### config.mk
export PLATFORM = sky130hd
export DESIGN_NAME = ring_chain_dma
export DESIGN_NICKNAME = d
export VERILOG_FILES = /design/src/rtl/ring_dma_pkg.sv /design/src/rtl/ring_dma_tag_dec.sv /design/src/rtl/ring_dma_credit.sv /design/src/rtl/ring_chain_dma.sv
export SDC_FILE = /design/constraint.sdc
export NUM_CORES = 1
export LEC_CHECK = 0
export BUFFER_PORTS_ARGS = -buffer_cell sky130_fd_sc_hd__buf_2
export CAP_MARGIN = 20
export CORE_UTILIZATION = 57
export CTS_CLUSTER_DIAMETER = 100
export DETAILED_ROUTE_END_ITERATION = 10
export PLACE_DENSITY = 0.94
export SYNTH_ARGS = -nofsm -noshare
export SYNTH_HDL_FRONTEND = slang
export SYNTH_SLANG_ARGS = --single-unit
### constraint.sdc
create_clock -name clk_i -period 9.3 [get_ports clk_i]
set_input_delay 1.395 -clock clk_i [delete_from_list [all_inputs] [get_ports clk_i]]
set_output_delay 1.395 -clock clk_i [all_outputs]
set_load 0.01 [all_outputs]
### src/rtl/ring_dma_pkg.sv
package ring_dma_pkg;

    localparam int QWC_W    = 16;
    localparam int QW_BITS  = 128;
    localparam int QW_SHIFT = 4;

    localparam logic [2:0] KIND_REF_END = 3'd0;
    localparam logic [2:0] KIND_END     = 3'd7;

    typedef enum logic [2:0] {
        ST_IDLE,
        ST_TAG,
        ST_TAG_RSP,
        ST_DATA,
        ST_DATA_RSP,
        ST_OUT
    } dma_state_e;

endpackage

### src/rtl/ring_dma_tag_dec.sv
module ring_dma_tag_dec
    import ring_dma_pkg::*;
(
    input  logic [QW_BITS-1:0] tag_i,
    output logic [QWC_W-1:0]   qwc_o,
    output logic               irq_o,
    output logic [31:0]        addr_o,
    output logic               is_ref_o,
    output logic               is_end_o
);
    logic [2:0] kind;
    logic       unused_bits;

    assign kind        = tag_i[30:28];
    assign qwc_o       = tag_i[QWC_W-1:0];
    assign irq_o       = tag_i[31];
    assign addr_o      = tag_i[63:32];
    assign is_ref_o    = (kind == KIND_REF_END);
    assign is_end_o    = (kind == KIND_END);
    assign unused_bits = ^{tag_i[QW_BITS-1:64], tag_i[27:QWC_W]};

endmodule

### src/rtl/ring_dma_credit.sv
module ring_dma_credit
    import ring_dma_pkg::*;
#(
    parameter int AVW = 20
) (
    input  logic             clk_i,
    input  logic             rst_ni,
    input  logic             dep_valid_i,
    input  logic [QWC_W-1:0] dep_qwc_i,
    input  logic             need_i,
    input  logic             take_i,
    output logic [AVW-1:0]   avail_o,
    output logic             zero_o,
    output logic             waiting_o,
    output logic             empty_irq_o
);
    typedef struct packed {
        logic [AVW-1:0] avail;
        logic           waiting;
        logic           irq;
    } credit_t;

    credit_t q, d;
    logic    dep_hit;
    logic    stall;

    always_comb begin
        d       = q;
        dep_hit = dep_valid_i && (dep_qwc_i != '0);
        stall   = need_i && (q.avail == '0);
        d.avail = q.avail
                + (dep_valid_i ? AVW'(dep_qwc_i) : '0)
                - (take_i ? AVW'(1) : '0);
        d.irq   = stall && !dep_hit && !q.waiting;
        if (dep_hit) begin
            d.waiting = 1'b0;
        end else if (stall) begin
            d.waiting = 1'b1;
        end
    end

    always_ff @(posedge clk_i or negedge rst_ni) begin
        if (!rst_ni) begin
            q <= '0;
        end else begin
            q <= d;
        end
    end

    assign avail_o     = q.avail;
    assign zero_o      = (q.avail == '0);
    assign waiting_o   = q.waiting;
    assign empty_irq_o = q.irq;

endmodule

### src/rtl/ring_chain_dma.sv
module ring_chain_dma
    import ring_dma_pkg::*;
#(
    parameter int AW  = 32,
    parameter int AVW = 20
) (
    input  logic               clk_i,
    input  logic               rst_ni,
    input  logic               start_i,
    input  logic               tie_en_i,
    input  logic [AW-1:0]      ring_base_i,
    input  logic [AW-1:0]      ring_mask_i,
    input  logic [AW-1:0]      first_tag_i,
    input  logic               dep_valid_i,
    input  logic [QWC_W-1:0]   dep_qwc_i,
    output logic               rd_req_o,
    output logic [AW-1:0]      rd_addr_o,
    input  logic [QW_BITS-1:0] rd_data_i,
    output logic               out_valid_o,
    input  logic               out_ready_i,
    output logic [QW_BITS-1:0] out_data_o,
    output logic               empty_irq_o,
    output logic               done_irq_o,
    output logic               busy_o,
    output logic               early_end_o,
    output logic               waiting_o,
    output logic [AW-1:0]      next_tag_o,
    output logic [AVW-1:0]     avail_o
);
    localparam logic [AW-1:0] QW_STEP = AW'(1) << QW_SHIFT;

    typedef struct packed {
        dma_state_e          st;
        logic [AW-1:0]       tag_ptr;
        logic [AW-1:0]       data_ptr;
        logic [QWC_W-1:0]    remain;
        logic                in_ring;
        logic                last;
        logic                early;
        logic                busy;
        logic                done;
        logic                out_valid;
        logic [QW_BITS-1:0]  out_data;
    } engine_t;

    engine_t q, d;

    logic             need;
    logic             take;
    logic             avail_zero;
    logic [QWC_W-1:0] tag_qwc;
    logic             tag_irq;
    logic [31:0]      tag_addr;
    logic             tag_ref;
    logic             tag_end;
    logic [AW-1:0]    after_tag;
    logic [AW-1:0]    span;

    function automatic logic [AW-1:0] ring_wrap(input logic [AW-1:0] a,
                                                input logic [AW-1:0] base,
                                                input logic [AW-1:0] mask);
        return base + (a & mask);
    endfunction

    ring_dma_tag_dec i_dec (
        .tag_i    (rd_data_i),
        .qwc_o    (tag_qwc),
        .irq_o    (tag_irq),
        .addr_o   (tag_addr),
        .is_ref_o (tag_ref),
        .is_end_o (tag_end)
    );

    ring_dma_credit #(.AVW(AVW)) i_credit (
        .clk_i       (clk_i),
        .rst_ni      (rst_ni),
        .dep_valid_i (dep_valid_i),
        .dep_qwc_i   (dep_qwc_i),
        .need_i      (need),
        .take_i      (take),
        .avail_o     (avail_o),
        .zero_o      (avail_zero),
        .waiting_o   (waiting_o),
        .empty_irq_o (empty_irq_o)
    );

    assign after_tag = ring_wrap(q.tag_ptr + QW_STEP, ring_base_i, ring_mask_i);
    assign span      = AW'(tag_qwc) << QW_SHIFT;

    always_comb begin
        d         = q;
        d.done    = 1'b0;
        need      = 1'b0;
        take      = 1'b0;
        rd_req_o  = 1'b0;
        rd_addr_o = q.tag_ptr;
        unique case (q.st)
            ST_IDLE: begin
                if (start_i) begin
                    d.tag_ptr = ring_wrap(first_tag_i, ring_base_i, ring_mask_i);
                    d.busy    = 1'b1;
                    d.early   = 1'b0;
                    d.st      = ST_TAG;
                end
            end
            ST_TAG: begin
                need = 1'b1;
                if (!avail_zero) begin
                    rd_req_o = 1'b1;
                    take     = 1'b1;
                    d.st     = ST_TAG_RSP;
                end
            end
            ST_TAG_RSP: begin
                d.remain = tag_qwc;
                if (tag_ref) begin
                    d.data_ptr = AW'(tag_addr);
                    d.in_ring  = 1'b0;
                    d.tag_ptr  = after_tag;
                    d.last     = 1'b1;
                end else begin
                    d.data_ptr = after_tag;
                    d.tag_ptr  = ring_wrap(after_tag + span, ring_base_i, ring_mask_i);
                    d.in_ring  = 1'b1;
                    d.last     = tag_end;
                end
                if (tie_en_i && tag_irq) begin
                    d.last  = 1'b1;
                    d.early = 1'b1;
                end
                d.st = ST_DATA;
            end
            ST_DATA: begin
                if (q.remain == '0) begin
                    if (q.last) begin
                        d.busy = 1'b0;
                        d.done = 1'b1;
                        d.st   = ST_IDLE;
                    end else begin
                        d.st = ST_TAG;
                    end
                end else begin
                    need = q.in_ring;
                    if (!q.in_ring || !avail_zero) begin
                        rd_req_o  = 1'b1;
                        rd_addr_o = q.data_ptr;
                        take      = q.in_ring;
                        d.st      = ST_DATA_RSP;
                    end
                end
            end
            ST_DATA_RSP: begin
                d.out_data  = rd_data_i;
                d.out_valid = 1'b1;
                d.remain    = q.remain - 1'b1;
                d.data_ptr  = q.in_ring
                            ? ring_wrap(q.data_ptr + QW_STEP, ring_base_i, ring_mask_i)
                            : q.data_ptr + QW_STEP;
                d.st        = ST_OUT;
            end
            ST_OUT: begin
                if (out_ready_i) begin
                    d.out_valid = 1'b0;
                    d.st        = ST_DATA;
                end
            end
            default: d.st = ST_IDLE;
        endcase
    end

    always_ff @(posedge clk_i or negedge rst_ni) begin
        if (!rst_ni) begin
            q    <= '0;
            q.st <= ST_IDLE;
        end else begin
            q <= d;
        end
    end

    assign out_valid_o = q.out_valid;
    assign out_data_o  = q.out_data;
    assign done_irq_o  = q.done;
    assign busy_o      = q.busy;
    assign early_end_o = q.early;
    assign next_tag_o  = q.tag_ptr;

endmodule

==> results.txt, run 1 <==
- TritonCTS built the clock tree.
- Half-perimeter wire length after detailed placement: 56400 um
* Launch instance of the worst register-to-register path: next_tag_o[4]
- Proportion of layout cells with a drive suffix above 1: 19.6%
* Post-route setup slack: 1.25 ns
- In this run the power density over the cells is 363 nW/um2.
- At the pin with the least slew margin, the transition time is 1.12 ns.
- End of the critical path: next_tag_o[31]
- Count of flip-flops with a built-in enable after synthesis: 0
- Worst-path maximum fanout: 9
- Mapped cell area: 21800 um2
- Multiplexer cells account for 1.74% of the synthesized area.
- Starting density of the core: 57.9%
- After layout, the minimum clock period comes to 8.05 ns.
* Number of instances in the synthesized netlist: approximately 2800
- Htree depth: 1
* Cells on Worst Hold Path: 2
- The cell that appears most often on the critical path is ha_1.
- After detailed routing, the average wire length per cell comes to 20.4 um.
- Overall die height: 198 um
- Summed over all failing endpoints, the final setup total negative slack is 0 ns.
- Number of nets in the layout: 3483
* Sequential element share of the synthesized area: between 20% and 30%
* CP startpoint kind: flip-flop
- Of all cell types, the one taking the most synthesized area is dfrtp_1.
- The number of cells on the worst reg-to-reg path is 32.
- The first detailed-routing pass took 6 iterations.
* Die Area: 39000 um2
* Post-cts gate resize count: 0
* Worst setup path class: reg -> reg
* Crit path largest cell delay: 0.59 ns
- Final critical-path share of the clock period: 86.5%
- CP Data Required Time: 9.76 ns
* Largest net degree at the start of global routing: 119
- DRC violation count after routing: 0
* Dpl ws: 0.930 ns
* Total clock sinks: ~240
* IR Drop Worst-Case VDD: between 0.00015 and 0.0002 V
* Area share of and/or/nand/nor cells after synthesis: roughly 24%
- Cell with the largest stage delay on the worst path: o41ai_1
- The count of nets left with antenna violations once routing finished came out at 0.
- Post-CTS setup buffer count: 0
- Between clock sinks in the finished design, the worst skew comes to 0.00906 ns.
* Die Width: 198 um
* Crit path capture type: flip-flop
- The most critical setup path has its startpoint at next_tag_o[4].
- Buffers on Ports: 464
- Post-synthesis xor/xnor area fraction: 7.44%
* CP Depth: 32
- Across the run, the number of max-cap violations was 0.
- Summed over all layers, the routed wires come to 73400 um.
* Leak: approximately 12 nW
* Number of global-route vias before repair: approximately 20000
* Max Fclk: ~120 MHz
- The first global-routing pass estimated 110000 um of wire.
* Global route overflow: 0
- Area share of the largest cell type after synthesis: 27.4%
* Adder-cell share of the synthesized area: between 10 and 15%
- Cell types occupying the most area after synthesis: dfrtp_1 (27%), ha_1 (10%), nand2_1 (10%), buf_4 (5.5%), a21oi_1 (4.6%)
* Starting DRC count in detailed routing: 1994
* Commonest cells post-synth: nand2_1 (586), dfrtp_1 (239), a21oi_1 (200)
- approximately 470 I/O pins were placed.
* Reg-to-Reg End: next_tag_o[31]
* Average size of a mapped cell: just under 8 um2
- The initialized floorplan defines 71 standard-cell rows.
- Critical path buffers and inverters: 0
* Compound-cell area share of the yosys netlist: 19.4%
- After clock tree synthesis, the flow added hold-fix buffers numbering 0.
- Most common flop cell mapped by yosys: dfrtp_1
- Total count of hold-check failures in the final report: 0
- The flow ran to the end, and the final reports show no timing, DRC or antenna violations.
- Vias: between 20000 and 25000
- Number of storage elements in the synthesis netlist: 239
- Number of buffers on the longest clock path: 3
- Detail-routed via count per cell: between 5 and 6
* Layout overhead on the synthesized area: 11.4%
- In this run the worst hold path is classified as reg -> reg.
* Unrepaired setup endpoints after global routing: false
* Kind of cell with the highest combined delay on the critical path: compound AO/OA/AOI/OAI gates
* Main combinational cell family by area after synthesis: simple AND/OR/NAND/NOR gates
* Last weighted congestion value of the routability-driven placer: 1.00
- Most used standard cell by instance count after synthesis: nand2_1
- Number of library cell types mapped by synthesis: 92
- Setup-violating endpoint count in the final report: 0
- Clock latency at the later pin of the worst-skew pair: 0.57 ns
- Setup slack on the worst reg-to-reg path comes out at 1.25 ns.
- TritonCTS created 27 clock buffers.
- Global Route Usage Sum: between 30% and 40%
- The tree is rooted in a clkbuf_16.
- Async S/R FF share, synth: 100%
- Core footprint: 37700 um2
- Total count of max-transition violations in the final report: 0
- In this run the tightest slew margin relative to its limit is around a quarter.
* Data arrival time at the worst-slack endpoint: roughly 8.5 ns
* Syn. warnings: 0
- The number of antenna violations at the first check in global routing is 11.
- Syn nets: between 3000 and 4000
- Clock slew at the register clock pins of the worst setup and hold paths: 0.06 ns
[flip-flops by register name (all words and copies together) (netlist names), named ones only]
| signal | flops |
|---|---|
| i_credit.waiting_o | 1 |
| i_credit.empty_irq_o | 1 |
| next_tag_o | 31 |
| out_data_o | 128 |
| early_end_o | 1 |
| i_credit.avail_o | 20 |
| done_irq_o | 1 |
| q | 53 |
| out_valid_o | 1 |
| busy_o | 1 |
[how the worst min path moves through the flow]
stage / end / startpoint
after floorplan: out_data_o[0] / out_data_o[0]
after global placement: out_data_o[126] / out_data_o[126]
after detailed placement: i_credit.empty_irq_o / i_credit.waiting_o
after CTS: i_credit.empty_irq_o / i_credit.waiting_o
after global routing: out_data_o[82] / out_data_o[82]
final: out_data_o[93] / out_data_o[93]
[where the power goes]
group	total [W]	switching (W)	internal, W	leakage [nW]
registers	0.00208	0.000499	0.00158	2.87
clock network	0.00110	0.000479	0.000618	0.435
logic	0.00564	0.00335	0.00229	8.88
[cell type report]
cell class                 instances  area (um2)
antenna                            9        22.5
clock buffer                      32         724
clock inverter                    18         173
fill                            3278       13400
inverter                         110         413
multi-input combinational       2194       13900
sequential                       239        5980
tap                              511         639
timing repair buffer             478        2440
[tightest hold or removal path, stage by stage (launching register included)]
cell,delay [ns]
dfrtp_1,0.33
nand2_1,0.05
nand2_1,0.05
[cell usage in the layout, fill, tap and decap left out, drive strengths merged, types with 41 or more instances in the layout]
master and n:
a211oi 41, a21o 66, a21oi 202, and2 101, buf 478, dfrtp 239, ha 181, inv 113
nand2 586, nand3 58, nor2 165, nor2b 48, nor3 44, o21ai 136, xnor2 112, xor2 68
[kinds of logic (layout without fill, tap and decap cells)]
family	count (synthesis)	after routing
muxes	34	34
and+or+nand+nor	1141	1141
buffers and inverters	366	638
xor gates and xnor gates	180	180
other	0	9
AOI/OAI and AO/OA	652	652
DFF	239	239
adders and majority gates	187	187
[routing by layer]
metal  up-vias  GRT usage, %  part of all wire (%)
met5         -             0                 0.026
met4         2          18.4                   5.0
met3       206          8.06                    11
met2      1247          57.0                    44
met1     10034          47.6                    40
li1      10019             -                     -
[stage by stage]
stage          util [%]  power [W]  hold slack, ns  area (um2)  instances
4_1_cts            64.4    0.00870           0.472       24200       3581
3_5_place_dp       62.0    0.00756           0.450       23300       3531
3_3_place_gp       62.0    0.00743           0.452       23300       3531
2_1_floorplan         -    0.00628           0.447       21800       2799
6_report           64.5    0.00882           0.467       24300       3591
5_1_grt            64.5    0.00947           0.494       24300       3591
Note: power is estimated with default switching activity, not from simulation.
==> run 2, diff against run 1 <==
--- a/config.mk
+++ b/config.mk
@@ -5,12 +5,12 @@
 export SDC_FILE = /design/constraint.sdc
 export NUM_CORES = 1
 export LEC_CHECK = 0
-export BUFFER_PORTS_ARGS = -buffer_cell sky130_fd_sc_hd__buf_2
 export CAP_MARGIN = 20
-export CORE_UTILIZATION = 57
+export CORE_UTILIZATION = 60
 export CTS_CLUSTER_DIAMETER = 100
 export DETAILED_ROUTE_END_ITERATION = 10
-export PLACE_DENSITY = 0.94
+export DONT_BUFFER_PORTS = 1
+export PLACE_DENSITY = 0.87
 export SYNTH_ARGS = -nofsm -noshare
 export SYNTH_HDL_FRONTEND = slang
 export SYNTH_SLANG_ARGS = --single-unit
==> run 2 against run 1 <==
  * The run now ends with design-rule violations left
  * Combinational power shrank 14%
  * Core utilization shrank 3.0 points
  * Register-to-register slack gained 0.34 ns
  * Routed wire length grew 0.41%
  * Critical path type unchanged
  * Critical endpoint unchanged
  * Highest routed layer unchanged
==> results.txt, run 2 (synthesized netlist as in run 1, its figures left out) <==
- Relative to the synthesized area, the layout overhead comes to 0.488%.
* Global-route layer with the greatest usage: met2
* Power density cells: 381 nW/um2
* Crit path capture type: flip-flop
- Final standard cell area without fillers: 21900 um2
- Violated checks: design-rule violations
- Std-Cell Rows: 69
- Area after DPL: 20900 um2
- CTS Root Buffer Type: clkbuf_16
- Flip-flop count of the largest register after layout: 128
- Unrepaired setup endpoints after global routing: false
- In the final routed layout, each cell accounts on average for about 24 um.
- Crit path largest cell delay: 0.57 ns
* Number of ports placed on the die boundary: 465
- Most frequent cells in the layout: nand2_1 (585), dfrtp_1 (239), a21oi_1 (200)
* Data arrival time at the worst-slack endpoint: 8.16 ns
* Total count of hold-check failures in the final report: 0
* Number of global-route vias before repair: approximately 19000
- At the end of routability-driven placement, the weighted congestion stood at 0.958.
- Counting buffers and inverters, the worst setup path is 33 cells deep.
- Leak: ~10 nW
* Worst setup path class: reg -> reg
- The pre-antenna-repair detailed-routing pass consisted of 9 iterations.
- For this design, the CTS-stage hold fixing added 0 buffers.
- Entering global routing, the biggest net connects 240 pins.
- Counting the buffers created by CTS gives 26.
- Finished Layout Cells: 3075
- The clock net in this run drives a total of 239 sinks.
- In this run the remaining antenna-violating nets after routing total 0.
- Final critical-path share of the clock period: 82.9%
- Number of nets in the layout: 3017
- In this run the tool buffered the top-level ports with 0 buffer cells.
* R2R setup slack: between 1.5 and 2 ns
- Placed insts: approximately 3000
- The worst path needs 7.71 ns of the cycle, external delays included.
* Worst-path maximum fanout: 9
- Global route overflow: 0
- For this run, global-route usage on met3 was measured as 11.3%.
* Core footprint: approximately 36000 um2
- Half-perimeter wire length after detailed placement: 56500 um
- The die is between 150 and 200 um tall.
* Vias: 19761
- The most numerous cell type found on the critical path is ha_1.
- In this run the deepest clock path goes through 3 buffers.
- TritonCTS built the clock tree.
* Antenna violations before repair: 11
* Run status: finished with violations
- Remaining max-slew budget at the tightest pin: 37.3%
* Worst-case reg-to-reg path depth: 33
- Setup-violating endpoint count in the final report: 0
* Total of max-cap violations: 0
- Using the TritonRoute via totals, the vias-per-cell ratio works out to 6.43.
* Clock slew at the register clock pins of the worst setup and hold paths: 0.07 ns
* Max Fclk: 130 MHz
* Starting DRC count in detailed routing: 1886
- For the worst setup path, the data required time is 9.75 ns.
- Across the VDD grid, the largest voltage drop is 0.000202 V.
- Together, buffers and inverters on the worst path number 1.
- Clock latency at the later pin of the worst-skew pair: between 0.5 and 0.6 ns
* Post-cts gate resize count: 0
- On the critical path, the stage with the largest delay is an instance of dfrtp_1.
- Global-route wire length before repair: 108000 um
- In this run the horizontal extent of the chip is 193 um.
- Worst-Margin Slew: 0.941 ns
- Layout Skew: 0.0150 ns
- The path class of the tightest hold or removal check is reg -> reg.
- Launch instance of the worst register-to-register path: next_tag_o[4]
* CP startpoint kind: flip-flop
- Htree depth: 1
- End of the critical path: next_tag_o[31]
* Wirelength, routed: 73700 um
- Once the floorplan was initialized, standard cells occupied 61.2% of the core.
* Met1 Use GR: 50.8%
- The post-route netlist has slightly above 5% of its cells at a drive strength greater than 1.
- Most common cell after layout, fill and taps aside: nand2_1
* Post-CTS setup buffer count: 0
* Final sum of negative setup slack: 0 ns
* Launch point of the worst path: next_tag_o[4]
* Fraction of met2 tracks used by global routing: 56.1%
- The floorplan step defined a die boundary enclosing 37100 um2.
* Total count of max-transition violations in the final report: 0
* Kind of cell with the highest combined delay on the critical path: compound AO/OA/AOI/OAI gates
- Across every metal layer, demand over resource in global routing totals 38.3%.
* Reg-to-Reg End: next_tag_o[31]
- DRC violation count after routing: 140
run 2: cell type report:
class | count | area, um2
Timing Repair Buffer | 13 | 101
Tap cell | 461 | 577
Antenna cell | 11 | 27.5
Clock inverter | 16 | 205
Inverter | 110 | 413
Fill cell | 3140 | 13700
Sequential cell | 239 | 5980
Multi-Input combinational cell | 2194 | 13900
Clock buffer | 31 | 721
run 2: how the worst min path moves through the flow:
stage                       start             endpoint  depth (start not counted)
floorplan           out_data_o[0]        out_data_o[0]                          2
global placement           q[149]               q[149]                          1
detailed placement         q[149]               q[149]                          1
CTS                        rst_ni  i_credit.avail_o[9]                          0
global route               rst_ni  i_credit.avail_o[9]                          0
finish                     q[149]               q[149]                          1
run 2: routing by layer:
layer | routed length, um | share of wire, %
met1 | 29300 | 40
met2 | 31100 | 42
met3 | 9500 | 13
met4 | 3750 | 5.1
met5 | 83 | 0.11
run 2: per-stage QoR:
step	worst slack, ns	utilization (%)	hold slack [ns]	power [W]
6_report	1.59	61.4	0.530	0.00836
5_1_grt	1.06	61.4	0.529	0.00897
4_1_cts	1.71	61.3	0.529	0.00822
3_5_place_dp	1.37	58.7	0.523	0.00707
3_3_place_gp	1.48	58.7	0.499	0.00693
2_1_floorplan	2.10	-	0.447	0.00628
run 2: where the power goes:
part | switching, W | leakage, nW | internal, W
logic | 0.00291 | 7.00 | 0.00193
clock network | 0.000461 | 0.446 | 0.000668
registers | 0.000807 | 2.87 | 0.00158
